### src/rtl/doorbell_pkg.sv
package doorbell_pkg;
  localparam int DATA_W = 32;
  localparam int ADDR_W = 4;
  localparam logic [ADDR_W-1:0] OFF_BELL = 4'h0;
  localparam logic [ADDR_W-1:0] OFF_STAT = 4'h4;
  localparam logic [ADDR_W-1:0] OFF_MASK = 4'h8;
endpackage

### src/rtl/doorbell_channel.sv
module doorbell_channel
  import doorbell_pkg::*;
#(
  parameter int WIDTH = DATA_W
) (
  input  logic             clk,
  input  logic             rst_n,
  input  logic             load,
  input  logic [WIDTH-1:0] load_data,
  input  logic             ack,
  input  logic             mask_wr,
  input  logic             mask_val,
  output logic [WIDTH-1:0] word,
  output logic             pending,
  output logic             mask,
  output logic             irq
);
  always_ff @(posedge clk) begin
    if (!rst_n) begin
      word    <= '0;
      pending <= 1'b0;
      mask    <= 1'b1;
    end else begin
      if (load) word <= load_data;
      if (load)     pending <= 1'b1;
      else if (ack) pending <= 1'b0;
      if (mask_wr) mask <= mask_val;
    end
  end

  assign irq = pending & ~mask;


  set_wins_chk: assert property (@(posedge clk) disable iff (!rst_n)
    load |=> pending);

  ack_clears_chk: assert property (@(posedge clk) disable iff (!rst_n)
    (ack && !load) |=> !pending);

  pending_hold_chk: assert property (@(posedge clk) disable iff (!rst_n)
    (pending && !ack) |=> pending);

  word_stable_chk: assert property (@(posedge clk) disable iff (!rst_n)
    !load |=> $stable(word));

  mask_keeps_pending_chk: assert property (@(posedge clk) disable iff (!rst_n)
    (mask_wr && !ack && !load) |=> $stable(pending));
endmodule

### src/rtl/doorbell_port.sv
module doorbell_port
  import doorbell_pkg::*;
#(
  parameter int WIDTH     = DATA_W,
  parameter int AW        = ADDR_W,
  parameter bit CLEAR_ANY = 1'b0
) (
  input  logic             wr,
  input  logic [AW-1:0]    addr,
  input  logic [WIDTH-1:0] wdata,
  input  logic [WIDTH-1:0] peer_word,
  input  logic             in_pending,
  input  logic             in_mask,
  output logic             bell_wr,
  output logic             stat_ack,
  output logic             mask_wr,
  output logic [WIDTH-1:0] rdata
);
  localparam int PAD = WIDTH - 1;

  assign bell_wr = wr && (addr == OFF_BELL);
  assign mask_wr = wr && (addr == OFF_MASK);

  generate
    if (CLEAR_ANY) begin : g_any
      assign stat_ack = wr && (addr == OFF_STAT);
    end else begin : g_bit
      assign stat_ack = wr && (addr == OFF_STAT) && wdata[0];
    end
  endgenerate

  always_comb begin
    unique case (addr)
      OFF_BELL: rdata = peer_word;
      OFF_STAT: rdata = {{PAD{1'b0}}, in_pending};
      OFF_MASK: rdata = {{PAD{1'b0}}, in_mask};
      default:  rdata = '0;
    endcase
  end
endmodule

### src/rtl/doorbell_mailbox.sv
module doorbell_mailbox
  import doorbell_pkg::*;
(
  input  logic              clk,
  input  logic              rst_n,
  input  logic              host_wr,
  input  logic [ADDR_W-1:0] host_addr,
  input  logic [DATA_W-1:0] host_wdata,
  output logic [DATA_W-1:0] host_rdata,
  output logic              host_irq,
  input  logic              cpu_wr,
  input  logic [ADDR_W-1:0] cpu_addr,
  input  logic [DATA_W-1:0] cpu_wdata,
  output logic [DATA_W-1:0] cpu_rdata,
  output logic              cpu_irq
);
  logic              h_bell, h_ack, h_mwr, c_bell, c_ack, c_mwr;
  logic [DATA_W-1:0] to_cpu_word, to_host_word;
  logic              to_cpu_pend, to_host_pend, to_cpu_mask, to_host_mask;
  logic              unused_wdata;

  assign unused_wdata = ^{host_wdata[DATA_W-1:1], cpu_wdata[DATA_W-1:1]};

  doorbell_port #(.CLEAR_ANY(1'b1)) u_host_port (
    .wr(host_wr), .addr(host_addr), .wdata(host_wdata),
    .peer_word(to_host_word), .in_pending(to_host_pend), .in_mask(to_host_mask),
    .bell_wr(h_bell), .stat_ack(h_ack), .mask_wr(h_mwr), .rdata(host_rdata));

  doorbell_port #(.CLEAR_ANY(1'b0)) u_cpu_port (
    .wr(cpu_wr), .addr(cpu_addr), .wdata(cpu_wdata),
    .peer_word(to_cpu_word), .in_pending(to_cpu_pend), .in_mask(to_cpu_mask),
    .bell_wr(c_bell), .stat_ack(c_ack), .mask_wr(c_mwr), .rdata(cpu_rdata));

  doorbell_channel u_to_cpu (
    .clk(clk), .rst_n(rst_n), .load(h_bell), .load_data(host_wdata),
    .ack(c_ack), .mask_wr(c_mwr), .mask_val(cpu_wdata[0]),
    .word(to_cpu_word), .pending(to_cpu_pend), .mask(to_cpu_mask), .irq(cpu_irq));

  doorbell_channel u_to_host (
    .clk(clk), .rst_n(rst_n), .load(c_bell), .load_data(cpu_wdata),
    .ack(h_ack), .mask_wr(h_mwr), .mask_val(host_wdata[0]),
    .word(to_host_word), .pending(to_host_pend), .mask(to_host_mask), .irq(host_irq));


  host_bell_irq_chk: assert property (@(posedge clk) disable iff (!rst_n)
    (host_wr && host_addr == OFF_BELL && !cpu_mask_next()) |=> cpu_irq);

  cpu_bell_raises_chk: assert property (@(posedge clk) disable iff (!rst_n)
    (cpu_wr && cpu_addr == OFF_BELL) |=> (host_rdata == $past(cpu_wdata) || host_addr != OFF_BELL));

  function automatic logic cpu_mask_next();
    return (cpu_wr && cpu_addr == OFF_MASK) ? cpu_wdata[0] : to_cpu_mask;
  endfunction
endmodule

### config.mk
export PLATFORM = sky130hd
export DESIGN_NAME = doorbell_mailbox
export DESIGN_NICKNAME = d
export VERILOG_FILES = /design/src/rtl/doorbell_pkg.sv /design/src/rtl/doorbell_channel.sv /design/src/rtl/doorbell_port.sv /design/src/rtl/doorbell_mailbox.sv
export SDC_FILE = /design/constraint.sdc
export NUM_CORES = 1
export LEC_CHECK = 0
export ABC_AREA = 1
export BUFFER_PORTS_ARGS = -buffer_cell sky130_fd_sc_hd__buf_2
export CELL_PAD_IN_SITES_DETAIL_PLACEMENT = 1
export CELL_PAD_IN_SITES_GLOBAL_PLACEMENT = 2
export CORE_ASPECT_RATIO = 0.7
export CORE_MARGIN = 2
export CORE_UTILIZATION = 25
export CTS_BUF_LIST = sky130_fd_sc_hd__clkbuf_4
export CTS_CLUSTER_DIAMETER = 150
export DETAILED_ROUTE_END_ITERATION = 8
export GPL_ROUTABILITY_DRIVEN = 0
export GPL_TIMING_DRIVEN = 0
export PLACE_DENSITY = 0.88
export SLEW_MARGIN = 30
export SYNTH_ARGS = -nofsm -noshare
export SYNTH_HDL_FRONTEND = slang
export SYNTH_HIERARCHICAL = 1
export SYNTH_SLANG_ARGS = --single-unit
export TNS_END_PERCENT = 100
### constraint.sdc
create_clock -name clk -period 1.62 [get_ports clk]
set_input_delay 0.243 -clock clk [delete_from_list [all_inputs] [get_ports clk]]
set_output_delay 0.243 -clock clk [all_outputs]
set_load 0.005 [all_outputs]
==> results of run 1 <==
logic make-up after synthesis:
kind of cell | after synthesis | share of synthesized area
simple gates | 229 | 0.327
buf+inv | 102 | 0.151
compound gates | 66 | 0.102
flops | 68 | 0.421
power groups by stage:
stage | combinational [mW] | sequential [mW] | clock, mW
floorplan | 0.134 | 1.76 | 0
CTS | 0.284 | 1.73 | 0.948
detailed placement | 0.282 | 1.76 | 0
global route | 0.314 | 1.73 | 1.01
finish | 0.278 | 1.73 | 0.876
global placement | 0.275 | 1.76 | 0
registers in the layout, indices dropped and copies added (netlist names):
name / flops
u_to_host/pending: 1
u_to_cpu/mask: 1
u_to_host/mask: 1
u_to_host/word: 32
u_to_cpu/pending: 1
u_to_cpu/word: 32
metal layers:
metal  up-vias  wire length [µm]  GRT usage
li1       1680                 -          -
met3        11               392     0.0323
met2        64              4770      0.252
met1      1515              5010      0.198
met4         0               141     0.0427
met5         -                 0          0
per-stage QoR:
step	power, mW	setup TNS, ns	std cells	setup WS [ns]	hold WS (ns)
after floorplan	1.89	0	465	0.403	0.365
after global placement	2.04	-1.72	768	-0.0427	0.467
after detailed placement	2.05	-4.96	768	-0.119	0.475
after CTS	2.96	0	782	0.244	0.0149
after global routing	3.06	0	782	0.151	0.0161
final	2.88	0	782	0.296	0.0639
layout make-up:
type                       count  share of cell area
sequential                    68               0.321
inverter                      78              0.0691
clock inverter                 4             0.00443
tap                          162              0.0478
clock buffer                  10              0.0177
timing repair buffer         141               0.166
buffer                        24              0.0460
multi-input combinational    295               0.327
critical path, cell delays in order (launching register included):
cell     delay (ns)
dfxtp_1        0.38
nand3_1        0.09
nand3_1        0.10
buf_2          0.11
worst paths after layout:
kind,start,to,slack (ns)
worst max-delay path,u_to_host/word[0],host_rdata[0],0.30
worst min-delay path,cpu_wdata[2],u_to_host/word[2],0.06
worst max register to register,u_to_host/word[24],u_to_host/word[24],0.94
worst min register to register,u_to_host/pending,u_to_host/pending,0.49
placed cells by master (no fill, tap or decap), types with 3 or more instances in the layout:
cell	count
clkbuf_4	10
nand3_1	10
nand2_1	11
nor2_2	62
buf_6	12
dfxtp_1	68
inv_1	76
buf_2	147
nor2_1	142
clkbuf_2	6
o21ai_0	64
clkinv_2	3
==> metrics.yaml, run 1 <==
status: "finished, violations left"
violations: "DRC"
hold_path.class: "in2reg"
postCtsSetupBuffers: 0
via_per_inst: 4.18
pwr-share-seq: 0.599
slew_headroom: 0.672
fin_crit_sh: 0.817
dpl_cell_area_um2: 4150
async_flop_share: 0
postCtsHoldBufs: 0
ys_types: 14
slew_viol_final: 0
grt_pass1_vias: 3465
syn-instance-count: 465
worstMarginPinSlew_ns: 0.490
power_frac_comb: 0.097
crit_arrival_ns: 1.08
die_area_um2: 13900
core_area_um2: 12500
setup_viol: 0
antenna_found_initial: 0
cp-end-kind: "output pin"
ioPinCount: 142
wl_mm: 10.3
cts-root-buf: "clkbuf_4"
regArea_um2: 1360
drt_iter0_drc: 102
cts.path.max_buffers: 2
cts_sinks: 68
yosysTopAreaCellShare: 0.421
clock_skew_ns: 0
min_period_ns: 1.32
synthTopCellsByCount: "nor2_1, inv_1, dfxtp_1"
cts_tree: "yes"
route.detailed.drc: 6
postRouteAntennaNets: 0
p_switching_uw: 746
fmax_mhz: 756
whs_path_depth: 3
vdd_drop_max_mv: 0.264
yosysWarnings: 6
grt_util_all_layers: 0.151
maxCapViolCount: 0
antenna_cells: 0
syn_area_um2: 3240
design_area_um2: 4240
grt_overflow: 0
utilization: 0.338
synth_edf_count: 0
cts-resized-gates: 0
internal_power_mw: 2.13
yosysMostFrequentCell: "nor2_1"
power_density_nw_per_um2: 679
fin_nets: 693
clk_pin_slew_ns: 0.11
path_max_fanout: 2
ys.flop_type: "dfxtp_1"
rows: 34
multi_input_area_um2: 1390
die_x_um: 140
syn_avg_cell_area_um2: 6.96
hold_violations: 0
synthTopCellsByArea: "dfxtp_1, nor2_1, nor2_2"
syn_to_final_growth_pct: 31.0
p_clk_frac: 0.304
dr.pass1.iters: 9
h-tree-depth: 3
fillers: 1637
r2r_cells: 2
die_h_um: 99.2
yosysSeqAreaShare: 0.421
dr_total_vias: 3270
yosysTopAreaCell: "dfxtp_1"
cts_buffers: 9
grt_max_degree: 15
switching_share: 0.259
drive_gt1_frac: 0.397
crit_required_ns: 1.38
clkLatencyLatePin_ns: 0.39
yosys_register_bits: 68
startpoint_type: "flop"
rsz0062_at_grt: "false"
dp_hpwl_mm: 8.21
wl_per_cell_um: 13.2
p_leak_nw: 2.03
grt_pass1_wl_mm: 16.9
critical_path_class: "reg2out"
start_util: 0.258
portBuffers: 141
syn_nets: 541
No activity file was read; power rests on OpenSTA's default activity.
==> inputs of run 2 (changes only) <==
==> constraint.sdc (replaced) <==
create_clock -name clk -period 1.23 [get_ports clk]
set_input_delay 0.1845 -clock clk [delete_from_list [all_inputs] [get_ports clk]]
set_output_delay 0.1845 -clock clk [all_outputs]
set_load 0.005 [all_outputs]
==> metrics.yaml, run 2 (same netlist as run 1, synthesis figures left out) <==
status: "finished, violations left"
violations: "DRC"
dr.pass1.iters: 8  # -1
cts_sinks: 68  # unchanged
cp_common_cell: "nand3_2"
grt_pass1_wl_mm: 18.8  # +11%
grt_overflow: 0  # unchanged
power_density_nw_per_um2: 798  # +17%
path_cells: "nand3_2, nand3_2, buf_2"
die_h_um: 99.2  # unchanged
cp-end-kind: "output pin"
fmax_mhz: 818
h-tree-depth: 3  # unchanged
wl_mm: 11.7  # +13%
crit_arrival_ns: 1.04  # -0.04 ns
slew_headroom: 0.792  # +0.120
syn_to_final_growth_pct: 54.5
route.detailed.drc: 5  # -1
grt_util_all_layers: 0.168  # +0.0173
clkLatencyLatePin_ns: 0.39  # about the same
dp_hpwl_mm: 8.21  # unchanged
crit_slowest_cell: "dfxtp_2"
switching_share: 0.261  # +0.00156
antenna_cells: 0  # unchanged
dpl_cell_area_um2: 4150  # unchanged
utilization: 0.399  # +0.0607
setup_viol: 0  # unchanged
start_util: 0.258  # unchanged
grt_max_degree: 15  # unchanged
startpoint_type: "flop"
wl_per_cell_um: 13.8  # +4.8%
portBuffers: 141  # unchanged
die_area_um2: 13900  # unchanged
power_frac_comb: 0.136  # +0.039
p_clk_frac: 0.290  # -0.014
fin_crit_sh: 0.994
hold_path.class: "in2reg"
antenna_found_initial: 0  # unchanged
final_common_cell: "buf_2"
tns_ns: 0  # unchanged
p_switching_mw: 1.04  # +39%
clk_pin_slew_ns: 0.10  # about the same
layout_common_cells: "buf_2, nor2_1, dfxtp_2"
min_period_ns: 1.22
cts_buffers: 9  # unchanged
drt_iter0_drc: 91  # -11%
maxCapViolCount: 0  # unchanged
rsz0062_at_grt: "true"
design_area_um2: 5000  # +18%
setup_slack_ns: 0.00719  # -0.289 ns
crit_required_ns: 1.05  # -0.33 ns
worstMarginPinSlew_ns: 0.312  # -0.178 ns
critical_path_class: "reg2out"
reg_top3: "u_to_cpu/word: 32 flops, u_to_host/word: 32 flops"
drive_gt1_frac: 0.559  # +0.162
ioPinCount: 142  # unchanged
cts-root-buf: "clkbuf_4"
dr_total_vias: 3574  # +9.3%
cts.path.max_buffers: 2  # unchanged
pwr-share-seq: 0.574  # -0.025
core_area_um2: 12500  # unchanged
internal_power_mw: 2.95  # +38%
slew_viol_final: 0  # unchanged
postRouteAntennaNets: 0  # unchanged
cpPeakStageDelay_ns: 0.37  # about the same
place_ws_ns: -0.451  # -0.332 ns
via_per_inst: 4.23  # +1.3%
die_x_um: 140  # unchanged
path_max_fanout: 2  # unchanged
clock_skew_ns: 0  # unchanged
hold_violations: 0  # unchanged
ff2ff_setup_slack_ns: 0.40  # -0.54 ns
cts_tree: "yes"
fin_nets: 755  # +8.9%
p_leak_nw: 2.36  # +16%
rows: 34  # unchanged
grt_pass1_vias: 3900  # +13%
vdd_drop_max_mv: 0.411  # +56%
run 2: cell types whose count changed in the layout (fill, tap and decap cells not counted), sizes merged:
cell / delta
dlygate4sd3: +57
buf: +5
run 2: through the flow:
| stage | total power [mW] | cells | hold WS (ns) |
|---|---|---|---|
| 5_1_grt | 4.23 | 844 | 0.00790 |
| 3_3_place_gp | 2.68 | 768 | 0.409 |
| 3_5_place_dp | 2.70 | 768 | 0.416 |
| 4_1_cts | 4.05 | 841 | 0.000147 |
| 2_1_floorplan | 2.49 | 465 | 0.307 |
| 6_report | 3.99 | 844 | 0.0413 |
run 2: critical path, delay by kind of cell, from the launching register on:
family,cells,cell delay [ns]
DFF,1,0.37
and+or+nand+nor,2,0.17
buffers and inverters,1,0.11
run 2: what timing repair did:
action	4_1_cts	5_1_grt
hold endpoints to repair	57	0
setup endpoints to repair	42	67
pin swaps	13	54
resized for setup	55	79
gates cloned	0	0
buffers inserted	2	3
hold buffers	57	0
run 2: power by group through the flow:
stage | combinational [mW] | sequential (mW) | clock [mW]
after global placement | 0.362 | 2.32 | 0
after CTS | 0.525 | 2.28 | 1.25
final | 0.543 | 2.29 | 1.16
after global routing | 0.598 | 2.30 | 1.34
after floorplan | 0.177 | 2.32 | 0
after detailed placement | 0.371 | 2.32 | 0
run 2: area by class of cell:
class                      count  area (µm²)
multi-input combinational    295        1450
tap                          162         203
sequential                    68        1450
clock inverter                 4        18.8
fill                        1598        7550
buffer                        24         195
timing repair buffer         203        1320
clock buffer                  10        75.1
inverter                      78         293
run 2: worst paths after layout:
check	from	to	depth (start not counted)
setup / recovery	u_to_host/word[0]	host_rdata[0]	3
setup reg to reg	u_to_cpu/pending	u_to_cpu/pending	4
hold / removal	cpu_wdata[15]	u_to_host/word[15]	3
hold reg to reg	u_to_host/pending	u_to_host/pending	2
run 2: routing by layer:
layer / global-route usage / vias to the layer above / share of wire
met3: 0.0342 / 15 / 0.028
met5: 0 / - / 0
met1: 0.205 / 1690 / 0.46
li1: - / 1805 / -
met4: 0.0474 / 0 / 0.014
met2: 0.303 / 64 / 0.49
